==> src/rtl/lagstep_pkg.sv <==
package lagstep_pkg;

  // Comparison results the datapath hands to the control
  typedef struct packed {
    logic lagEmpty;
    logic lagFull;
    logic atMin;
    logic atMax;
    logic leadRnd;
    logic trailRnd;
  } lagFlags_t;

  // Stall decisions the control hands back
  typedef struct packed {
    logic leadForce;
    logic trailForce;
    logic leadDummy;
    logic trailDummy;
  } stallStrobes_t;

  typedef enum logic [2:0] {
    CFG_MIN_LAG    = 3'd0,
    CFG_MAX_LAG    = 3'd1,
    CFG_LEAD_RATE  = 3'd2,
    CFG_TRAIL_RATE = 3'd3,
    CFG_ENABLES    = 3'd4
  } cfgSel_e;

endpackage

==> src/rtl/lagstep_datapath.sv <==
module lagstep_datapath
  import lagstep_pkg::*;
#(
  parameter int DEPTH = 16,
  parameter int CFG_W = 8,
  parameter int RATE_W = 8,
  parameter int LFSR_W = 16,
  parameter logic [LFSR_W-1:0] LFSR_MASK = 16'hB400,
  parameter logic [LFSR_W-1:0] LEAD_SEED = 16'hACE1,
  parameter logic [LFSR_W-1:0] TRAIL_SEED = 16'h1D2B,
  parameter int MIN_LAG_RST = 3,
  parameter int MAX_LAG_RST = 7,
  localparam int LAG_W = $clog2(DEPTH + 1)
) (
  input  logic             clk,
  input  logic             rst_n,
  input  logic             leadCommit,
  input  logic             trailCommit,
  input  logic             cfgWe,
  input  logic [2:0]       cfgSel,
  input  logic [CFG_W-1:0] cfgData,
  output logic [LAG_W-1:0] lagCount,
  output lagFlags_t        flags
);

  localparam int NCORE = 2;
  localparam int CMP_W = (LAG_W > CFG_W) ? LAG_W : CFG_W;

  logic [LAG_W-1:0]              lagQ;
  logic [CFG_W-1:0]              minLagQ;
  logic [CFG_W-1:0]              maxLagQ;
  logic [NCORE-1:0][RATE_W-1:0]  rateQ;
  logic [NCORE-1:0]              enQ;
  logic [NCORE-1:0]              rnd;

  // Lag counter: one step per unmatched commit
  always_ff @(posedge clk) begin
    if (!rst_n) begin
      lagQ <= '0;
    end else begin
      case ({leadCommit, trailCommit})
        2'b10:   lagQ <= lagQ + 1'b1;
        2'b01:   lagQ <= lagQ - 1'b1;
        default: lagQ <= lagQ;
      endcase
    end
  end

  // Software registers
  always_ff @(posedge clk) begin
    if (!rst_n) begin
      minLagQ <= CFG_W'(MIN_LAG_RST);
      maxLagQ <= CFG_W'(MAX_LAG_RST);
      rateQ   <= '0;
      enQ     <= '0;
    end else if (cfgWe) begin
      case (cfgSel)
        CFG_MIN_LAG:    minLagQ  <= cfgData;
        CFG_MAX_LAG:    maxLagQ  <= cfgData;
        CFG_LEAD_RATE:  rateQ[0] <= cfgData[RATE_W-1:0];
        CFG_TRAIL_RATE: rateQ[1] <= cfgData[RATE_W-1:0];
        CFG_ENABLES:    enQ      <= cfgData[NCORE-1:0];
        default:        ;
      endcase
    end
  end

  // One pseudo-random source per core
  for (genvar c = 0; c < NCORE; c++) begin : g_core
    localparam logic [LFSR_W-1:0] SEED = (c == 0) ? LEAD_SEED : TRAIL_SEED;
    logic [LFSR_W-1:0] lfsr;

    always_ff @(posedge clk) begin
      if (!rst_n) lfsr <= SEED;
      else        lfsr <= {1'b0, lfsr[LFSR_W-1:1]} ^ (lfsr[0] ? LFSR_MASK : '0);
    end

    assign rnd[c] = enQ[c] && (lfsr[RATE_W-1:0] < rateQ[c]);

    // a nonzero seed never collapses to the all-zero lock-up state
    a_r6_lfsr_alive: assert property (@(posedge clk) disable iff (!rst_n)
      lfsr != '0);
  end

  logic [CMP_W-1:0] lagExt, minExt, maxExt;
  assign lagExt = CMP_W'(lagQ);
  assign minExt = CMP_W'(minLagQ);
  assign maxExt = CMP_W'(maxLagQ);

  always_comb begin
    flags.lagEmpty = (lagQ == '0);
    flags.lagFull  = (lagExt >= CMP_W'(DEPTH));
    flags.atMin    = (lagExt <= minExt);
    flags.atMax    = (lagExt >= maxExt);
    flags.leadRnd  = rnd[0];
    flags.trailRnd = rnd[1];
  end

  assign lagCount = lagQ;

  a_r2_lag_up: assert property (@(posedge clk) disable iff (!rst_n)
    (leadCommit && !trailCommit) |=> (lagQ == $past(lagQ) + 1'b1));

  a_r2_lag_down: assert property (@(posedge clk) disable iff (!rst_n)
    (!leadCommit && trailCommit) |=> (lagQ == $past(lagQ) - 1'b1));

  a_r4_lag_bounded: assert property (@(posedge clk) disable iff (!rst_n)
    lagQ <= LAG_W'(DEPTH));

endmodule

==> src/rtl/lagstep_control.sv <==
module lagstep_control
  import lagstep_pkg::*;
(
  input  lagFlags_t     flags,
  output stallStrobes_t strobes
);

  logic anyForce;

  always_comb begin
    // Capacity bounds first, then the programmed window
    strobes.trailForce = flags.lagEmpty || (!flags.lagFull && flags.atMin);
    strobes.leadForce  = !strobes.trailForce && (flags.lagFull || flags.atMax);
    anyForce           = strobes.leadForce || strobes.trailForce;
    // Random wait states only when no mandatory stall is active
    strobes.leadDummy  = flags.leadRnd  && !anyForce;
    strobes.trailDummy = flags.trailRnd && !anyForce;
  end

endmodule

==> src/rtl/lagstep_top.sv <==
module lagstep_top
  import lagstep_pkg::*;
#(
  parameter int DEPTH = 16,
  parameter int CFG_W = 8,
  parameter int RATE_W = 8,
  parameter int LFSR_W = 16,
  parameter logic [LFSR_W-1:0] LFSR_MASK = 16'hB400,
  parameter logic [LFSR_W-1:0] LEAD_SEED = 16'hACE1,
  parameter logic [LFSR_W-1:0] TRAIL_SEED = 16'h1D2B,
  parameter int MIN_LAG_RST = 3,
  parameter int MAX_LAG_RST = 7,
  localparam int LAG_W = $clog2(DEPTH + 1)
) (
  input  logic             clk,
  input  logic             rst_n,
  input  logic             leadCommit,
  input  logic             trailCommit,
  input  logic             cfgWe,
  input  logic [2:0]       cfgSel,
  input  logic [CFG_W-1:0] cfgData,
  output logic             leadStall,
  output logic             trailStall,
  output logic [LAG_W-1:0] lagCount
);

  lagFlags_t     flags;
  stallStrobes_t strobes;

  lagstep_datapath #(
    .DEPTH(DEPTH), .CFG_W(CFG_W), .RATE_W(RATE_W), .LFSR_W(LFSR_W),
    .LFSR_MASK(LFSR_MASK), .LEAD_SEED(LEAD_SEED), .TRAIL_SEED(TRAIL_SEED),
    .MIN_LAG_RST(MIN_LAG_RST), .MAX_LAG_RST(MAX_LAG_RST)
  ) u_datapath (
    .clk(clk), .rst_n(rst_n),
    .leadCommit(leadCommit), .trailCommit(trailCommit),
    .cfgWe(cfgWe), .cfgSel(cfgSel), .cfgData(cfgData),
    .lagCount(lagCount), .flags(flags)
  );

  lagstep_control u_control (
    .flags(flags),
    .strobes(strobes)
  );

  assign leadStall  = strobes.leadForce  | strobes.leadDummy;
  assign trailStall = strobes.trailForce | strobes.trailDummy;

  // the cores are expected to hold their commits while stalled
  a_r3_trail_commit_gated: assert property (@(posedge clk) disable iff (!rst_n)
    trailStall |-> !trailCommit);

  a_r4_lead_commit_gated: assert property (@(posedge clk) disable iff (!rst_n)
    leadStall |-> !leadCommit);

  a_r5_empty_lead_free: assert property (@(posedge clk) disable iff (!rst_n)
    (lagCount == '0) |-> (trailStall && !leadStall));

  a_r5_full_trail_free: assert property (@(posedge clk) disable iff (!rst_n)
    (lagCount == LAG_W'(DEPTH)) |-> (leadStall && !trailStall));

endmodule

==> config.mk <==
export PLATFORM = sky130hd
export DESIGN_NAME = lagstep_top
export DESIGN_NICKNAME = d
export VERILOG_FILES = /design/src/rtl/lagstep_pkg.sv /design/src/rtl/lagstep_datapath.sv /design/src/rtl/lagstep_control.sv /design/src/rtl/lagstep_top.sv
export SDC_FILE = /design/constraint.sdc
export NUM_CORES = 1
export LEC_CHECK = 0
export ABC_AREA = 0
export BUFFER_PORTS_ARGS = -buffer_cell sky130_fd_sc_hd__buf_2
export CAP_MARGIN = 40
export CORE_ASPECT_RATIO = 1.2
export CORE_MARGIN = 5
export CORE_UTILIZATION = 50
export DETAILED_ROUTE_END_ITERATION = 8
export MAX_ROUTING_LAYER = met4
export PLACE_DENSITY = 0.72
export RECOVER_POWER = 25
export SETUP_SLACK_MARGIN = 0.1
export SYNTH_ARGS = -nofsm -noshare
export SYNTH_HDL_FRONTEND = slang
export SYNTH_SLANG_ARGS = --single-unit
export TNS_END_PERCENT = 5
==> constraint.sdc <==
create_clock -name clk -period 2.43 [get_ports clk]
set_input_delay 0.3645 -clock clk [delete_from_list [all_inputs] [get_ports clk]]
set_output_delay 0.3645 -clock clk [all_outputs]
set_load 0.005 [all_outputs]
==> reports/qor.yml, run 1 <==
timing:
  finalClockSkew_ns: 0.00358
  setup_violations: 0
  rsz0062_at_grt: "true"
  worst_pin_slew_ns: 1.03
  layout_min_cycle_time_ns: 2.27
  fin_crit_sh: 0.936
  hold_viol: 0
  setup_tns_ns: 0
  fmax_mhz: 440
  slew_violations: 0
  relSlewSlack: 0.314
power:
  power.density_nw_per_um2: 700
  power_mw: 2.64
  power.leakage_nw: 1.49
  ir_worst_vdd_mv: 0.499
routing:
  drtIter0Drc: 111
  vias_per_cell: 5.01
  vias: 2331
  drc: 0
  drt_wl_total_um: 6180
  ant_nets: 0
  wl_per_cell_um: 13.3
  first_pass_iters: 4
finish:
  final_cells: 465
  final_cell_mix: "dfxtp_1, nand2_1, inv_1, buf_2"
  nNetsFinal: 420
  drive_gt1_frac: 0.205
  num-fill-cells: 526
  diodes: 0
  layout_commonest_cell: "dfxtp_1"
  area_delta_synth_final_pct: 17.4
place:
  gp_congestion: 0.779
  hpwlAfterDp_um: 4280
  port_buffers: 22
  dp_cells: 446
worst_setup_path:
  path_max_fanout: 2
  cp_data_arrival_time_ns: 1.91
  r2r-start: "u_datapath.lagCount[0]"
  critical_path_class: "flip-flop to primary output"
  endpoint_kind: "primary output"
  startpoint: "u_datapath.rateQ[2]"
  r2r-end: "u_datapath.lagCount[4]"
  worstRegToRegCells: 6
  required_ns: 2.07
  start_kind: "flip-flop"
  ff2ff_setup_slack_ns: 0.72
global_routing:
  grt_usage: 0.163
  grt_pass1_vias: 2264
  grt_pass1_wl_um: 10300
  grt_max_degree: 67
  antenna_found_initial: 0
  gr-total-overflow: 0
worst_hold_path:
  hold_path.class: "input pin to flip-flop"
  hold_depth: 3
  hp-start: "cfgData[7]"
  min_to: "u_datapath.minExt[7]"
clock_tree:
  cts_made_buffers: 9
  htreeDepth: 3
  root_buffer: "clkbuf_8"
  clkSlewWorstSetupHoldPaths_ns: 0.07
  clk_latency_ns: 0.35
  hold_buffers: 0
  cts_tree: "done"
  clockBufferDepth: 2
  cts.sinks: 71
synthesis:
  netlist_instances: 350
  netlist.area_leader.share: 0.442
  syn_area_per_cell_um2: 9.19
  yosysTopAreaCell: "dfxtp_1"
  syn_area_um2: 3220
  yosysWarnings: 0
  ys_types: 43
  synth_seq_cells: 71
  synthArstFlopShare: 0
  syn-num-nets: 395
  synth_flop_cell: "dfxtp_1"
  synth_edf_count: 0
  synthTopCellsByArea: "dfxtp_1, ha_1, nand2_1"
  seq_area_frac_synth: 0.442
floorplanning:
  initial_utilization: 0.505
  num_rows: 32
  die_h_um: 97.9
  fp.dieW_um: 83.2
  die-area_um2: 8140
  ios: 23
  core_area_um2: 6370
run_status:
  outcome: "complete, no violations"
run:
  cap_violations: 0
==> worst max path at each step <==
| stage | endpoint | slack, ns | depth (start not counted) |
|---|---|---|---|
| finish | leadStall | 0.16 | 7 |
| global route | leadStall | 0.08 | 7 |
| CTS | leadStall | 0.02 | 7 |
| detailed placement | trailStall | 0.27 | 6 |
| global placement | trailStall | 0.36 | 6 |
| floorplan | trailStall | 0.49 | 5 |
==> registers in the layout, summed over array words and instances (netlist names) <==
signal and cells:
u_datapath.g_core.lfsr 32, u_datapath.rateQ 16, u_datapath.maxExt 8, u_datapath.minExt 8
u_datapath.lagCount 5, u_datapath.enQ 2
==> cells in the mapped netlist, types with 2 or more instances <==
cell type,count
nor4_1,3
a21oi_1,12
nor2_1,14
a211oi_1,2
ha_1,28
buf_2,4
nand2_1,55
xnor2_1,5
mux2i_1,5
clkbuf_1,8
o21ai_0,7
a21o_1,2
xor2_1,3
a21boi_0,19
and3_1,2
o211ai_1,4
nand2b_1,15
dfxtp_1,71
a211o_1,3
o21a_1,2
inv_1,27
and2_1,20
nand3_1,6
nor2b_1,14
==> critical path, cell delays in order, from the launching register on <==
cell and delay, ns:
dfxtp_2 0.32, inv_2 0.07, ha_4 0.20, a211o_1 0.26, a31oi_2 0.17, o2111ai_2 0.15, a211oi_2 0.26, buf_2 0.15
==> per-stage QoR <==
stage	setup slack, ns	util	instance area, um^2	hold slack, ns
global placement	0.363	0.531	3380	0.389
finish	0.157	0.593	3770	0.322
detailed placement	0.271	0.531	3380	0.392
global route	0.0771	0.593	3770	0.317
floorplan	0.493	-	3220	0.386
CTS	0.0237	0.566	3600	0.303
==> per-layer routing <==
| metal | vias up | global-route usage | part of all wire | routed length, um |
|---|---|---|---|---|
| met2 | 37 | 0.260 | 0.49 | 3030 |
| met3 | 13 | 0.0363 | 0.038 | 234 |
| met4 | 0 | 0.0906 | 0.026 | 161 |
| li1 | 1213 | - | - | - |
| met5 | - | - | 0 | 0 |
| met1 | 1068 | 0.189 | 0.45 | 2750 |
==> report_power, final <==
part / internal (mW) / switching, mW
combinational: 0.193 / 0.184
clock: 0.576 / 0.413
sequential: 1.23 / 0.0480
==> logic make-up after synthesis <==
family / synth area share
AND/OR/NAND/NOR: 0.222
flip-flops: 0.442
AO/OA/AOI/OAI: 0.128
buffers and inverters: 0.0556
adder cells (fa/ha/maj): 0.115
XOR/XNOR: 0.0218
multiplexers: 0.0156
==> area by class of cell <==
cell class / instances / area [um^2] / area share
timing repair buffer: 28 / 151 / 0.0401
tap: 85 / 106 / 0.0282
inverter: 27 / 101 / 0.0268
multi-input combinational: 238 / 1760 / 0.467
sequential: 71 / 1450 / 0.384
clock inverter: 4 / 70.1 / 0.0186
clock buffer: 12 / 135 / 0.0358
==> repair_timing <==
action                                  in CTS  in global routing
buffers inserted                             0                  3
endpoints found under the setup margin       2                  2
cloned                                       0                  0
pin swaps                                    1                 11
gates resized for setup                      7                 33
Power figures use the tool's default switching activity.
==> run 2: changes to the inputs <==
==> constraint.sdc (replaced) <==
create_clock -name clk -period 2.43 [get_ports clk]
set_input_delay 0.3645 -clock clk [delete_from_list [all_inputs] [get_ports clk]]
set_output_delay 0.3645 -clock clk [all_outputs]
set_load 0.1 [all_outputs]
==> reports/qor.yml, run 2 (same netlist as run 1, synthesis figures left out) <==
power:
  power.density_nw_per_um2: 724  # was 700 nW/um^2
  pwr-share-clk: 0.328  # was 0.374
  power_switching_mw: 0.820  # was 0.645 mW
  p_sw_frac: 0.295  # was 0.244
  power_mw: 2.78  # was 2.64 mW
  power.leakage_nw: 1.52  # was 1.49 nW
  ir_worst_vdd_mv: 0.416  # was 0.499 mV
  intPower_mw: 1.96  # was 2.00 mW
  p_comb_frac: 0.214  # was 0.143
  p_seq_frac: 0.458  # was 0.483
floorplanning:
  core_area_um2: 6370  # unchanged
  fp.dieW_um: 83.2  # unchanged
  initial_utilization: 0.505  # unchanged
  ios: 23  # unchanged
  die-area_um2: 8140  # unchanged
  num_rows: 32  # unchanged
  die_h_um: 97.9  # unchanged
place:
  dpl_cell_area_um2: 3480  # was 3380 um^2
  hpwlAfterDp_um: 4440  # was 4280 um
  gp_congestion: 0.749  # was 0.779
  port_buffers: 22  # unchanged
run_status:
  outcome: "complete, no violations"  # unchanged
worst_hold_path:
  hp-start: "cfgData[7]"  # unchanged
  hold_path.class: "input pin to flip-flop"  # unchanged
  hold_depth: 3  # unchanged
  min_to: "u_datapath.minExt[7]"  # unchanged
clock_tree:
  cts_made_buffers: 9  # unchanged
  clkSlewWorstSetupHoldPaths_ns: 0.07  # about the same
  clk_latency_ns: 0.35  # about the same
  clockBufferDepth: 2  # unchanged
  hold_buffers: 0  # unchanged
  root_buffer: "clkbuf_8"  # unchanged
  cts.sinks: 71  # unchanged
  cts_tree: "done"  # unchanged
  htreeDepth: 3  # unchanged
routing:
  drt_wl_total_um: 6570  # was 6180 um
  drc: 0  # unchanged
  ant_nets: 0  # unchanged
  drtIter0Drc: 119  # was 111
  vias: 2380  # was 2331
  first_pass_iters: 4  # unchanged
  wl_per_cell_um: 14.0  # was 13.3 um
  vias_per_cell: 5.09  # was 5.01
worst_setup_path:
  ff2ff_setup_slack_ns: 0.62  # was 0.72 ns
  slowest_delay_ns: 0.37  # was 0.32 ns
  path_max_fanout: 5  # was 2
  start_kind: "flip-flop"  # unchanged
  worstRegToRegCells: 7  # was 6
  cp_common_cell: "buf_12"
  r2r-start: "u_datapath.lagCount[1]"  # was u_datapath.lagCount[0]
  endpoint_kind: "primary output"  # unchanged
  cp_data_arrival_time_ns: 2.04  # was 1.91 ns
  required_ns: 2.07  # about the same
  r2r-end: "u_datapath.lagCount[4]"  # unchanged
  crit_path_top_delay_cell: "dfxtp_4"  # was dfxtp_2
  critical_path_class: "flip-flop to primary output"  # unchanged
  path_cells: "buf_12 > ha_4 > and3_4 > o21a_1 > a2111oi_4 > buf_4 > a211oi_4 > buf_12"  # was inv_2 > ha_4 > a211o_1 > a31oi_2 > o2111ai_2 > a211oi_2 > buf_2
global_routing:
  gr-total-overflow: 0  # unchanged
  antenna_found_initial: 0  # unchanged
  grt_usage: 0.175  # was 0.163
  grt_max_degree: 74  # was 67
  grt_pass1_wl_um: 11100  # was 10300 um
  grt_pass1_vias: 2390  # was 2264
timing:
  worst_pin_slew_ns: 1.20  # was 1.03 ns
  rsz0062_at_grt: "true"  # unchanged
  hold_slack_ns: 0.319  # was 0.322 ns
  relSlewSlack: 0.202  # was 0.314
  finalClockSkew_ns: 0.00808  # was 0.00358 ns
  slew_violations: 0  # unchanged
  hold_viol: 0  # unchanged
  fin_crit_sh: 0.991  # was 0.936
  setup_violations: 0  # unchanged
  layout_min_cycle_time_ns: 2.41  # was 2.27 ns
  fmax_mhz: 415  # was 440 MHz
run:
  cap_violations: 0  # unchanged
finish:
  nNetsFinal: 424  # was 420
  final_cell_mix: "dfxtp_1, nand2_1, inv_1, and2_1"  # was dfxtp_1, nand2_1, inv_1, buf_2
  area_delta_synth_final_pct: 19.4  # was 17.4%
  layout_commonest_cell: "dfxtp_1"  # unchanged
  reg_top3: "u_datapath.g_core.lfsr: 32 flops, u_datapath.rateQ: 16 flops"  # unchanged
  diodes: 0  # unchanged
  largest_reg_flops: 32  # unchanged
  max_flop_register: "u_datapath.g_core.lfsr"  # unchanged
  fin_area_um2: 3840  # was 3770 um^2
  num-fill-cells: 528  # was 526
  multiInputGateArea_um2: 1770  # was 1760 um^2
  final-seq-area_um2: 1450  # about the same
  drive_gt1_frac: 0.214  # was 0.205
[run 2: area by class of cell]
type / count / share of cell area
multi-input cells: 238 / 0.461
clock inverters: 2 / 0.00293
repair buffers: 32 / 0.0583
well taps: 85 / 0.0277
clock buffers: 13 / 0.0469
inverters: 27 / 0.0270
flip-flops and latches: 71 / 0.376
[run 2: how the worst max path moves through the flow]
stage	start	to	slack, ns	depth (start not counted)
6_report	u_datapath.lagCount[4]	leadStall	0.02	8
5_1_grt	u_datapath.lagCount[0]	trailStall	-0.04	8
4_1_cts	u_datapath.lagCount[4]	trailStall	-0.0009	7
3_5_place_dp	u_datapath.rateQ[2]	leadStall	0.31	7
3_3_place_gp	u_datapath.rateQ[2]	leadStall	0.33	7
2_1_floorplan	u_datapath.lagCount[0]	leadStall	-0.06	6
[run 2: power groups by stage]
stage                     sequential [mW]  clock, mW  combinational (mW)
after floorplan                      1.37          0               0.320
after global placement               1.30          0               0.511
after detailed placement             1.30          0               0.523
after CTS                            1.27      0.932               0.579
after global routing                 1.28      0.983               0.645
final                                1.27      0.911               0.594
[run 2: timing repair]
item                                    CTS  global route
resized for setup                        14             6
endpoints found under the setup margin    2             2
buffers inserted                          7             1
pin swaps                                13             3
[run 2: metal layers]
metal	up-vias	global-route usage	part of all wire
met5	-	-	0
met4	0	0.0855	0.024
met3	12	0.0304	0.029
met2	34	0.298	0.50
met1	1119	0.198	0.44
li1	1215	-	-
[run 2: metrics by stage]
step / utilization / setup WS [ns] / instances / TNS [ns]
global route: 0.603 / -0.0356 / 468 / -0.0607
finish: 0.603 / 0.0211 / 468 / 0
global placement: 0.547 / 0.331 / 445 / 0
CTS: 0.600 / -0.000860 / 467 / -0.000860
floorplan: - / -0.0583 / 350 / -0.0583
detailed placement: 0.547 / 0.306 / 445 / 0
[run 2: worst max-delay path, delay by kind of cell, from the launching register on]
kind | cells | cell delay, ns
simple gates | 1 | 0.17
flops | 1 | 0.37
compound gates | 3 | 0.40
fa+ha+maj | 1 | 0.26
buf+inv | 3 | 0.49
